<file path="config.mk">
export PLATFORM = sky130hd
export DESIGN_NAME = bitop_unit
export DESIGN_NICKNAME = d
export VERILOG_FILES = /design/src/rtl/bitop_pkg.sv /design/src/rtl/bitop_addr_dec.sv /design/src/rtl/bitop_alu.sv /design/src/rtl/bitop_merge.sv /design/src/rtl/bitop_unit.sv
export SDC_FILE = /design/constraint.sdc
export NUM_CORES = 1
export LEC_CHECK = 0
export ABC_AREA = 1
export BUFFER_PORTS_ARGS = -buffer_cell sky130_fd_sc_hd__buf_2
export CAP_MARGIN = 15
export CORE_MARGIN = 4
export CORE_UTILIZATION = 55
export DETAILED_ROUTE_END_ITERATION = 10
export GPL_TIMING_DRIVEN = 1
export PLACE_DENSITY = 0.83
export SLEW_MARGIN = 25
export SYNTH_ARGS = -nofsm -noshare
export SYNTH_HDL_FRONTEND = slang
export SYNTH_SLANG_ARGS = --single-unit
</file>
<file path="constraint.sdc">
create_clock -name clk_i -period 4.2 [get_ports clk_i]
set_input_delay 0.42 -clock clk_i [delete_from_list [all_inputs] [get_ports clk_i]]
set_output_delay 0.42 -clock clk_i [all_outputs]
set_load 0.02 [all_outputs]
</file>
<file path="src/rtl/bitop_pkg.sv">
package bitop_pkg;
  typedef enum logic [3:0] {
    OP_NOP   = 4'd0,
    OP_ANL   = 4'd1,
    OP_ANL_N = 4'd2,
    OP_ORL   = 4'd3,
    OP_ORL_N = 4'd4,
    OP_MOV_C = 4'd5,
    OP_MOV_B = 4'd6,
    OP_CLR_C = 4'd7,
    OP_SET_C = 4'd8,
    OP_CPL_C = 4'd9,
    OP_CLR_B = 4'd10,
    OP_SET_B = 4'd11,
    OP_CPL_B = 4'd12,
    OP_JBC   = 4'd13,
    OP_JB    = 4'd14,
    OP_JNB   = 4'd15
  } bit_op_e;

  function automatic logic op_uses_mem(bit_op_e op);
    case (op)
      OP_NOP, OP_CLR_C, OP_SET_C, OP_CPL_C: op_uses_mem = 1'b0;
      default:                              op_uses_mem = 1'b1;
    endcase
  endfunction
endpackage

</file>
<file path="src/rtl/bitop_addr_dec.sv">
module bitop_addr_dec #(
  parameter int unsigned               ADDR_W   = 8,
  parameter int unsigned               DATA_W   = 8,
  parameter logic [ADDR_W-1:0]         RAM_BASE = 8'h20
) (
  input  logic [ADDR_W-1:0]            bit_addr_i,
  output logic [ADDR_W-1:0]            byte_addr_o,
  output logic [$clog2(DATA_W)-1:0]    bit_idx_o
);
  localparam int unsigned IDX_W = $clog2(DATA_W);

  logic [ADDR_W-1:0] ram_byte;
  logic [ADDR_W-1:0] sfr_byte;

  assign ram_byte    = RAM_BASE + ADDR_W'(bit_addr_i[ADDR_W-2:IDX_W]);
  assign sfr_byte    = {bit_addr_i[ADDR_W-1:IDX_W], {IDX_W{1'b0}}};
  assign byte_addr_o = bit_addr_i[ADDR_W-1] ? sfr_byte : ram_byte;
  assign bit_idx_o   = bit_addr_i[IDX_W-1:0];
endmodule

</file>
<file path="src/rtl/bitop_alu.sv">
module bitop_alu
  import bitop_pkg::*;
(
  input  bit_op_e op_i,
  input  logic    bit_i,
  input  logic    carry_i,
  output logic    bit_o,
  output logic    bit_we_o,
  output logic    carry_o,
  output logic    carry_we_o,
  output logic    cond_o
);
  always_comb begin
    bit_o      = bit_i;
    bit_we_o   = 1'b0;
    carry_o    = carry_i;
    carry_we_o = 1'b0;
    cond_o     = 1'b0;
    case (op_i)
      OP_ANL:   begin carry_o = carry_i &  bit_i; carry_we_o = 1'b1; end
      OP_ANL_N: begin carry_o = carry_i & ~bit_i; carry_we_o = 1'b1; end
      OP_ORL:   begin carry_o = carry_i |  bit_i; carry_we_o = 1'b1; end
      OP_ORL_N: begin carry_o = carry_i | ~bit_i; carry_we_o = 1'b1; end
      OP_MOV_C: begin carry_o = bit_i;            carry_we_o = 1'b1; end
      OP_MOV_B: begin bit_o = carry_i;  bit_we_o = 1'b1; end
      OP_CLR_C: begin carry_o = 1'b0;   carry_we_o = 1'b1; end
      OP_SET_C: begin carry_o = 1'b1;   carry_we_o = 1'b1; end
      OP_CPL_C: begin carry_o = ~carry_i; carry_we_o = 1'b1; end
      OP_CLR_B: begin bit_o = 1'b0;     bit_we_o = 1'b1; end
      OP_SET_B: begin bit_o = 1'b1;     bit_we_o = 1'b1; end
      OP_CPL_B: begin bit_o = ~bit_i;   bit_we_o = 1'b1; end
      OP_JBC:   begin cond_o = bit_i; bit_o = 1'b0; bit_we_o = bit_i; end
      OP_JB:    cond_o = bit_i;
      OP_JNB:   cond_o = ~bit_i;
      default:  ;
    endcase
  end
endmodule

</file>
<file path="src/rtl/bitop_merge.sv">
module bitop_merge #(
  parameter int unsigned DATA_W = 8
) (
  input  logic [DATA_W-1:0]         byte_i,
  input  logic [$clog2(DATA_W)-1:0] idx_i,
  input  logic                      bit_i,
  output logic [DATA_W-1:0]         byte_o
);
  for (genvar g = 0; g < DATA_W; g++) begin : g_lane
    assign byte_o[g] = (idx_i == g) ? bit_i : byte_i[g];
  end
endmodule

</file>
<file path="src/rtl/bitop_unit.sv">
module bitop_unit
  import bitop_pkg::*;
#(
  parameter int unsigned       ADDR_W      = 8,
  parameter int unsigned       DATA_W      = 8,
  parameter logic [ADDR_W-1:0] RAM_BASE    = 8'h20,
  parameter logic [ADDR_W-1:0] STATUS_ADDR = 8'hD0,
  parameter int unsigned       CARRY_BIT   = 7
) (
  input  logic              clk_i,
  input  logic              rst_ni,
  input  logic              op_valid_i,
  input  logic [3:0]        op_i,
  input  logic [ADDR_W-1:0] bit_addr_i,
  output logic              mem_rd_o,
  output logic [ADDR_W-1:0] mem_raddr_o,
  input  logic [DATA_W-1:0] mem_rdata_i,
  output logic              mem_wr_o,
  output logic [ADDR_W-1:0] mem_waddr_o,
  output logic [DATA_W-1:0] mem_wdata_o,
  output logic              carry_o,
  output logic              cond_o,
  output logic              done_o
);
  localparam int unsigned IDX_W = $clog2(DATA_W);

  // stage A
  logic              s1_vld;
  bit_op_e           s1_op;
  logic [ADDR_W-1:0] s1_byte;
  logic [IDX_W-1:0]  s1_idx;
  // stage B
  logic              s2_vld;
  bit_op_e           s2_op;
  logic [ADDR_W-1:0] s2_byte;
  logic [IDX_W-1:0]  s2_idx;
  logic [DATA_W-1:0] s2_rdata;

  logic              carry_q;
  logic [ADDR_W-1:0] dec_byte;
  logic [IDX_W-1:0]  dec_idx;

  logic              alu_bit, alu_bit_we, alu_carry, alu_carry_we, alu_cond;
  logic              wr_en, carry_we, carry_new, carry_fwd;
  logic [DATA_W-1:0] wdata, rd_raw, rd_eff;

  bitop_addr_dec #(
    .ADDR_W  (ADDR_W),
    .DATA_W  (DATA_W),
    .RAM_BASE(RAM_BASE)
  ) u_dec (
    .bit_addr_i (bit_addr_i),
    .byte_addr_o(dec_byte),
    .bit_idx_o  (dec_idx)
  );

  always_ff @(posedge clk_i or negedge rst_ni) begin
    if (!rst_ni) begin
      s1_vld  <= 1'b0;
      s1_op   <= OP_NOP;
      s1_byte <= '0;
      s1_idx  <= '0;
    end else begin
      s1_vld <= op_valid_i;
      if (op_valid_i) begin
        s1_op   <= bit_op_e'(op_i);
        s1_byte <= dec_byte;
        s1_idx  <= dec_idx;
      end
    end
  end

  assign mem_rd_o    = s1_vld && op_uses_mem(s1_op);
  assign mem_raddr_o = s1_byte;

  // forward stage B result into a same-byte read
  assign rd_raw    = (wr_en && (s2_byte == s1_byte)) ? wdata : mem_rdata_i;
  assign carry_fwd = carry_we ? carry_new : carry_q;

  always_comb begin
    rd_eff = rd_raw;
    if (s1_byte == STATUS_ADDR) rd_eff[CARRY_BIT] = carry_fwd;
  end

  always_ff @(posedge clk_i or negedge rst_ni) begin
    if (!rst_ni) begin
      s2_vld   <= 1'b0;
      s2_op    <= OP_NOP;
      s2_byte  <= '0;
      s2_idx   <= '0;
      s2_rdata <= '0;
    end else begin
      s2_vld <= s1_vld;
      if (s1_vld) begin
        s2_op    <= s1_op;
        s2_byte  <= s1_byte;
        s2_idx   <= s1_idx;
        s2_rdata <= rd_eff;
      end
    end
  end

  bitop_alu u_alu (
    .op_i      (s2_op),
    .bit_i     (s2_rdata[s2_idx]),
    .carry_i   (carry_q),
    .bit_o     (alu_bit),
    .bit_we_o  (alu_bit_we),
    .carry_o   (alu_carry),
    .carry_we_o(alu_carry_we),
    .cond_o    (alu_cond)
  );

  bitop_merge #(.DATA_W(DATA_W)) u_merge (
    .byte_i(s2_rdata),
    .idx_i (s2_idx),
    .bit_i (alu_bit),
    .byte_o(wdata)
  );

  assign wr_en     = s2_vld && alu_bit_we;
  assign carry_we  = s2_vld && (alu_carry_we ||
                     (alu_bit_we && (s2_byte == STATUS_ADDR) && (s2_idx == IDX_W'(CARRY_BIT))));
  assign carry_new = alu_carry_we ? alu_carry : alu_bit;

  always_ff @(posedge clk_i or negedge rst_ni) begin
    if (!rst_ni)       carry_q <= 1'b0;
    else if (carry_we) carry_q <= carry_new;
  end

  assign mem_wr_o    = wr_en;
  assign mem_waddr_o = s2_byte;
  assign mem_wdata_o = wdata;
  assign carry_o     = carry_q;
  assign cond_o      = s2_vld && alu_cond;
  assign done_o      = s2_vld;
endmodule

</file>
# Word-level counts from Yosys, hierarchy flattened
# Index checks and enable logic that the tools add are counted.
totals:
  reg_bits: 41
  output_inout_bits: 29
op_classes:
  magnitude_cmp: 1
  n_mux: 21
  eq_ne: 28
  addsub: 1
  reduce_logical: 15
  n_bitwise: 6
ops:
  columns: ["op", "count"]
  rows:
  - ["4-bit equality test (second input constant)", 10]
  - ["4-bit by 3-bit equality test with 1-bit output (second input constant)", 5]
  - ["8-bit equality test (second input constant)", 2]
  - ["8-bit 2-to-1 mux", 2]
  - ["1-bit 2-to-1 mux", 14]
  - ["3-bit equality test (second input constant)", 4]
  - ["4-bit by 2-bit equality test with 1-bit output (second input constant)", 2]
  - ["8-bit equality test", 1]
  - ["1-bit case mux with 8 select lines", 1]
  - ["4-bit OR reduction", 2]
  - ["8-bit OR reduction", 1]
  - ["6-bit by 4-bit adder with 7-bit output (first input constant)", 1]
  - ["1-bit logical AND", 7]
  - ["3-bit by 2-bit equality test with 1-bit output (second input constant)", 2]
  - ["4-bit by 1-bit equality test with 1-bit output (second input constant)", 1]
  - ["4-bit zero test", 1]
  - ["3-bit by 4-bit < comparator with 1-bit output (second input constant)", 1]
  - ["1-bit case mux with 2 select lines", 2]
  - ["1-bit case mux with 4 select lines", 1]
  - ["2-bit OR reduction", 2]
  - ["1-bit binary-select mux with 3-bit select", 1]
  - ["3-bit by 1-bit equality test with 1-bit output (second input constant)", 1]
  - ["3-bit zero test", 1]
  - ["1-bit AND", 2]
  - ["other kinds (3)", 5]

# Depth between registers and ports, before layout
depth:
  depth_word: 9
  mapped_depth: 16

# Hierarchy
# From an unflattened synthesis, not the netlist that was laid out.
unflattened:
  hier_cells: 353
  hier_area_um2: 2577.5
modules_own_cells:
  columns: ["module", "seq_area_each_um2", "n_inst", "cells_each", "area_each_um2"]
  rows:
  - ["bitop_unit", 1026.0, 1, 238, 2024.4]
  - ["bitop_alu", 0.0, 1, 55, 236.5]
  - ["bitop_merge", 0.0, 1, 40, 219.0]
  - ["bitop_addr_dec", 0.0, 1, 20, 97.6]

# Worst setup path after synthesis
# No wires, ideal clock.
synth_path:
  kind: "reg2out"
  start: "register s2_idx[0]"
  end: "output port cond_o"
  n_path_buf: 1
  t_arrival_ps: 1945
  setup_slack_ps: 1835
  required_ps: 3780
  path_stages_with_launch: 11
  path_cell_list: "dfrtp_1 > buf_6 > inv_4 > nand2_1 > nand2_1 > nand2_1 > nand2_1 > nand2_1 > nand2_1 > nor2_1 > a2111oi_0"
synth_via:
  elab_chain_cells: 5
synth_rtl:
  columns: ["element", "line", "text"]
  rows:
  - ["start: declaration", "bitop_unit.sv:36", "logic [IDX_W-1:0] s2_idx;"]
  - ["start signal: assignment", "bitop_unit.sv:97", "s2_idx <= s1_idx;"]
  - ["1-bit binary-select mux with 3-bit select (*)", "bitop_unit.sv:105", ".bit_i (s2_rdata[s2_idx]),"]
  - ["1-bit 2-to-1 mux (not written as such) (*)", "bitop_unit.sv:105", null]
  - ["1-bit inverter", "bitop_alu.sv:34", "OP_JNB: cond_o = ~bit_i;"]
  - ["1-bit case mux with 2 select lines (*)", "bitop_alu.sv:19", "case (op_i)"]
  - ["1-bit logical AND (*)", "bitop_unit.sv:135", "assign cond_o = s2_vld && alu_cond;"]
  - ["end: declaration", "bitop_unit.sv:22", "output logic cond_o,"]
# Every way passes the cells marked *; elsewhere a longest branch is shown, timed or not. The select of a mux whose other input is x is not followed.

# Worst setup path after layout
layout_path:
  start: "register s2_idx[0]"
  end: "output port mem_wdata_o[1]"
layout_via:
  elab_chain_cells: 5
layout_rtl:
  columns: ["element", "line", "text"]
  rows:
  - ["1-bit binary-select mux with 3-bit select", "bitop_unit.sv:105", null]
  - ["1-bit 2-to-1 mux (not written as such)", "bitop_unit.sv:105", null]
  - ["1-bit inverter", "bitop_alu.sv:31", "OP_CPL_B: begin bit_o = ~bit_i; bit_we_o = 1'b1; end"]
  - ["1-bit case mux with 4 select lines", "bitop_alu.sv:19", null]
  - ["1-bit 2-to-1 mux (*)", "bitop_merge.sv:10", "assign byte_o[g] = (idx_i == g) ? bit_i : byte_i[g];"]
  - ["end: declaration", "bitop_unit.sv:20", "output logic [DATA_W-1:0] mem_wdata_o,"]
# Marks and branches as above.

==> insert_results.sql <==
INSERT INTO impl_metrics (metric_group, metric, value, unit) VALUES
('outcome', 'run_status', 'finished, final reports clean', ''),
('route', 'detailroute.via_count', '2224', ''),
('timing', 'fmax', '0.410', 'GHz'),
('clocking', 'ctsRootBufferMaster', 'clkbuf_8', ''),
('timing', 'least_margin_pin_slew', '0.903', 'ns'),
('logic_synthesis', 'yosysUniqueCellTypes', '32', ''),
('timing', 'finalSetupViolations', '0', ''),
('setup_path', 'worst-endpoint-arrival', '2.02', 'ns'),
('timing', 'worst_setup_skew_after_layout', '0.00517', 'ns'),
('clocking', 'postCtsHoldBufs', '0', ''),
('setup_path', 'slowest_delay', '0.53', 'ns'),
('setup_path', 'critical_path_depth', '12', ''),
('setup_path', 'critical-path-top-cell-by-count', 'nand2_1', ''),
('clocking', 'clock-sinks', '41', ''),
('clocking', 'cts_tree', 'built', ''),
('logic_synthesis', 'synth_top_cell_by_area', 'dfrtp_1', ''),
('cells_and_area', 'finish.net_count', '403', ''),
('placed_design', 'dpl.hpwl', '4.21', 'mm'),
('clocking', 'clock_latency', '0.29', 'ns'),
('die', 'horizontal_die_dimension', '73.3', 'um'),
('setup_path', 'crit_path_cell_trace', 'inv_4 > nand2_1 > nand2_1 > nand2_1 > nand3_1 > nand2_1 > nand2_1 > nand2_2 > nand2_2 > o21a_1 > inv_1 > buf_2', ''),
('timing', 'final_period_minus_worst_setup_slack', '2.44', 'ns'),
('setup_path', 'worst-endpoint-required', '3.78', 'ns'),
('logic_synthesis', 'netlist.area_leader.share', '43.7', '%'),
('setup_path', 'crit_path_end_kind', 'primary output', ''),
('logic_synthesis', 'mean_area_per_synthesized_cell', '7.14', 'sq um'),
('clocking', 'cts.repair_timing.setup_buffer_count', '0', ''),
('power', 'ir_worst_vdd', '0.000229', 'V'),
('die', 'fp.dieArea', '5380', 'sq um'),
('logic_synthesis', 'synthMuxAreaShare', '0', '%'),
('setup_path', 'worst-path-buf-inv', '3', ''),
('route', 'avgViaCountPerCell', '5.16', ''),
('grt', 'grt_overflow_total', '0', ''),
('cells_and_area', 'area_delta_synth_final', '15.7', '%'),
('setup_path', 'setup.worst_path.start_class', 'register', ''),
('logic_synthesis', 'yosys.area_share.adder', '0', '%'),
('cells_and_area', 'final_core_utilization', '67.0', '%'),
('logic_synthesis', 'top_cells_by_area_synth', 'dfrtp_1 (44%), nand2_1 (19%), inv_1 (6.6%), o21ai_0 (4.7%), nor2_1 (3.5%)', ''),
('clocking', 'cts-buffers-inserted', '5', ''),
('logic_synthesis', 'yosysWarningCount', '0', ''),
('logic_synthesis', 'ys.flop_type', 'dfrtp_1', ''),
('worst_hold_path', 'worstHoldPathType', 'in2async', ''),
('clocking', 'cts.path.max_buffers', '2', ''),
('logic_synthesis', 'dominant_combinational_cell_family_by_area_after_synthesis', 'simple AND/OR/NAND/NOR gates', ''),
('setup_path', 'worst_path_dominant_cell_family', 'simple AND/OR/NAND/NOR gates', ''),
('die', 'placement_rows', '23', ''),
('route', 'wire_per_inst', '12.6', 'um'),
('setup_path', 'r2r-start', 's2_idx[0]', ''),
('cells_and_area', 'share_of_post_route_cells_with_drive_strength_above_1', '20.7', '%'),
('power', 'p_leak', '1.51', 'nW'),
('cells_and_area', 'antenna-diode-count', '0', ''),
('timing', 'fin_ws', '1.76', 'ns'),
('logic_synthesis', 'post_synth_instance_area', '2350', 'sq um'),
('placed_design', 'io_buffer_count', '51', ''),
('timing', 'slew_viol_final', '0', ''),
('setup_path', 'crit_path_start', 's2_idx[0]', ''),
('job', 'max_cap_viol_count', '0', ''),
('power', 'pwr_density_cell', '384', 'nW/um^2'),
('setup_path', 'timing.critical_path.to', 'mem_wdata_o[1]', ''),
('die', 'fp.dieH', '73.3', 'um'),
('route', 'initialDrtViolationCount', '185', ''),
('grt', 'grt_first_pass_wirelength', '9.27', 'mm'),
('setup_path', 'slowest_stage', 'dfrtp_1', ''),
('placed_design', 'place_ws', '2.09', 'ns'),
('die', 'top_level_ports', '52', ''),
('setup_path', 'timing.reg2reg.worst_path_depth', '12', ''),
('grt', 'maximum_number_of_pins_on_one_net_before_global_route_repair', '42', ''),
('route', 'detailedRoute.firstPassIterationCount', '4', ''),
('grt', 'via_count_of_the_first_global_routing_pass', '2137', ''),
('logic_synthesis', 'synth.ff_latch_count', '41', ''),
('route', 'routed_wirelength', '5.45', 'mm');
## per-layer routing
layer,share of wire [%],vias up,GRT usage [%]
met4,1.2,0,6.64
met2,47,64,35.2
li1,-,1139,-
met1,47,1014,30.2
met5,0,-,0
met3,5.3,7,4.51
## worst register-to-register path: cells and delay by family, from the launching register on
family                 cells  cell delay, ns
DFF                        1            0.49
AOI/OAI and AO/OA          2            0.21
and+or+nand+nor            8            0.73
buffers and inverters      2            0.34
## through the flow
step | instances | cell area (sq um) | hold slack, ns
2_1_floorplan | 329 | 2350 | 0.124
4_1_cts | 431 | 2720 | 0.279
3_5_place_dp | 423 | 2630 | 0.467
6_report | 431 | 2720 | 0.246
5_1_grt | 431 | 2720 | 0.326
3_3_place_gp | 423 | 2630 | 0.460
## report_power, final
group	leakage [nW]	switching (mW)	total (mW)	internal, mW
clock network	0.0439	0.138	0.253	0.115
registers	0.506	0.0503	0.485	0.435
logic	0.964	0.202	0.307	0.105
total	1.51	0.391	1.04	0.654
## flip-flops by register name, indices dropped and copies added (netlist names)
register / flops
mem_waddr_o: 8
s1_vld: 1
s2_idx: 3
s1_op: 4
s2_op: 4
s1_idx: 3
s2_rdata: 8
done_o: 1
mem_raddr_o: 8
carry_o: 1
## kinds of logic after synthesis
logic type,Yosys count
DFF,41
xor gates and xnor gates,8
AOI/OAI and AO/OA,52
buffers and inverters,56
and+or+nand+nor,172
## layout by cell type (no fill, tap or decap), types with 2 or more instances in the layout
master	synthesis	layout
nand2_1	120	120
buf_2	1	51
inv_1	41	41
dfrtp_1	41	41
nor2_1	22	22
o21ai_0	22	22
nand3_1	9	9
xor2_1	8	8
o211ai_1	7	7
o21a_1	6	6
a21oi_1	6	6
inv_2	5	5
clkbuf_8	0	5
nor2_2	4	4
nand2_2	4	4
o21ai_1	4	4
nand3_2	3	3
nor3_1	3	3
nand4_1	3	3
nor4_1	2	2
o22ai_1	2	2
clkinv_2	0	2
## worst min-delay path by stage
stage | from | end | slack [ns] | cells after the start
after floorplan | rst_ni | carry_o | 0.12 | 0
after global placement | s1_idx[0] | s1_idx[0] | 0.46 | 2
after detailed placement | s1_idx[1] | s1_idx[1] | 0.47 | 2
after CTS | rst_ni | s2_idx[2] | 0.28 | 1
after global routing | rst_ni | s2_rdata[4] | 0.33 | 1
final | rst_ni | s2_rdata[6] | 0.25 | 1
## layout make-up
| cell class | instances | area, sq um | area share, % |
|---|---|---|---|
| clock buffer | 5 | 68.8 | 2.53 |
| clock inverter | 3 | 17.5 | 0.645 |
| inverter | 48 | 183 | 6.72 |
| multi-input combinational | 232 | 1100 | 40.4 |
| sequential | 41 | 1030 | 37.8 |
| tap | 50 | 62.6 | 2.30 |
| timing repair buffer | 52 | 263 | 9.67 |
Note: power is estimated with default switching activity, not from simulation.
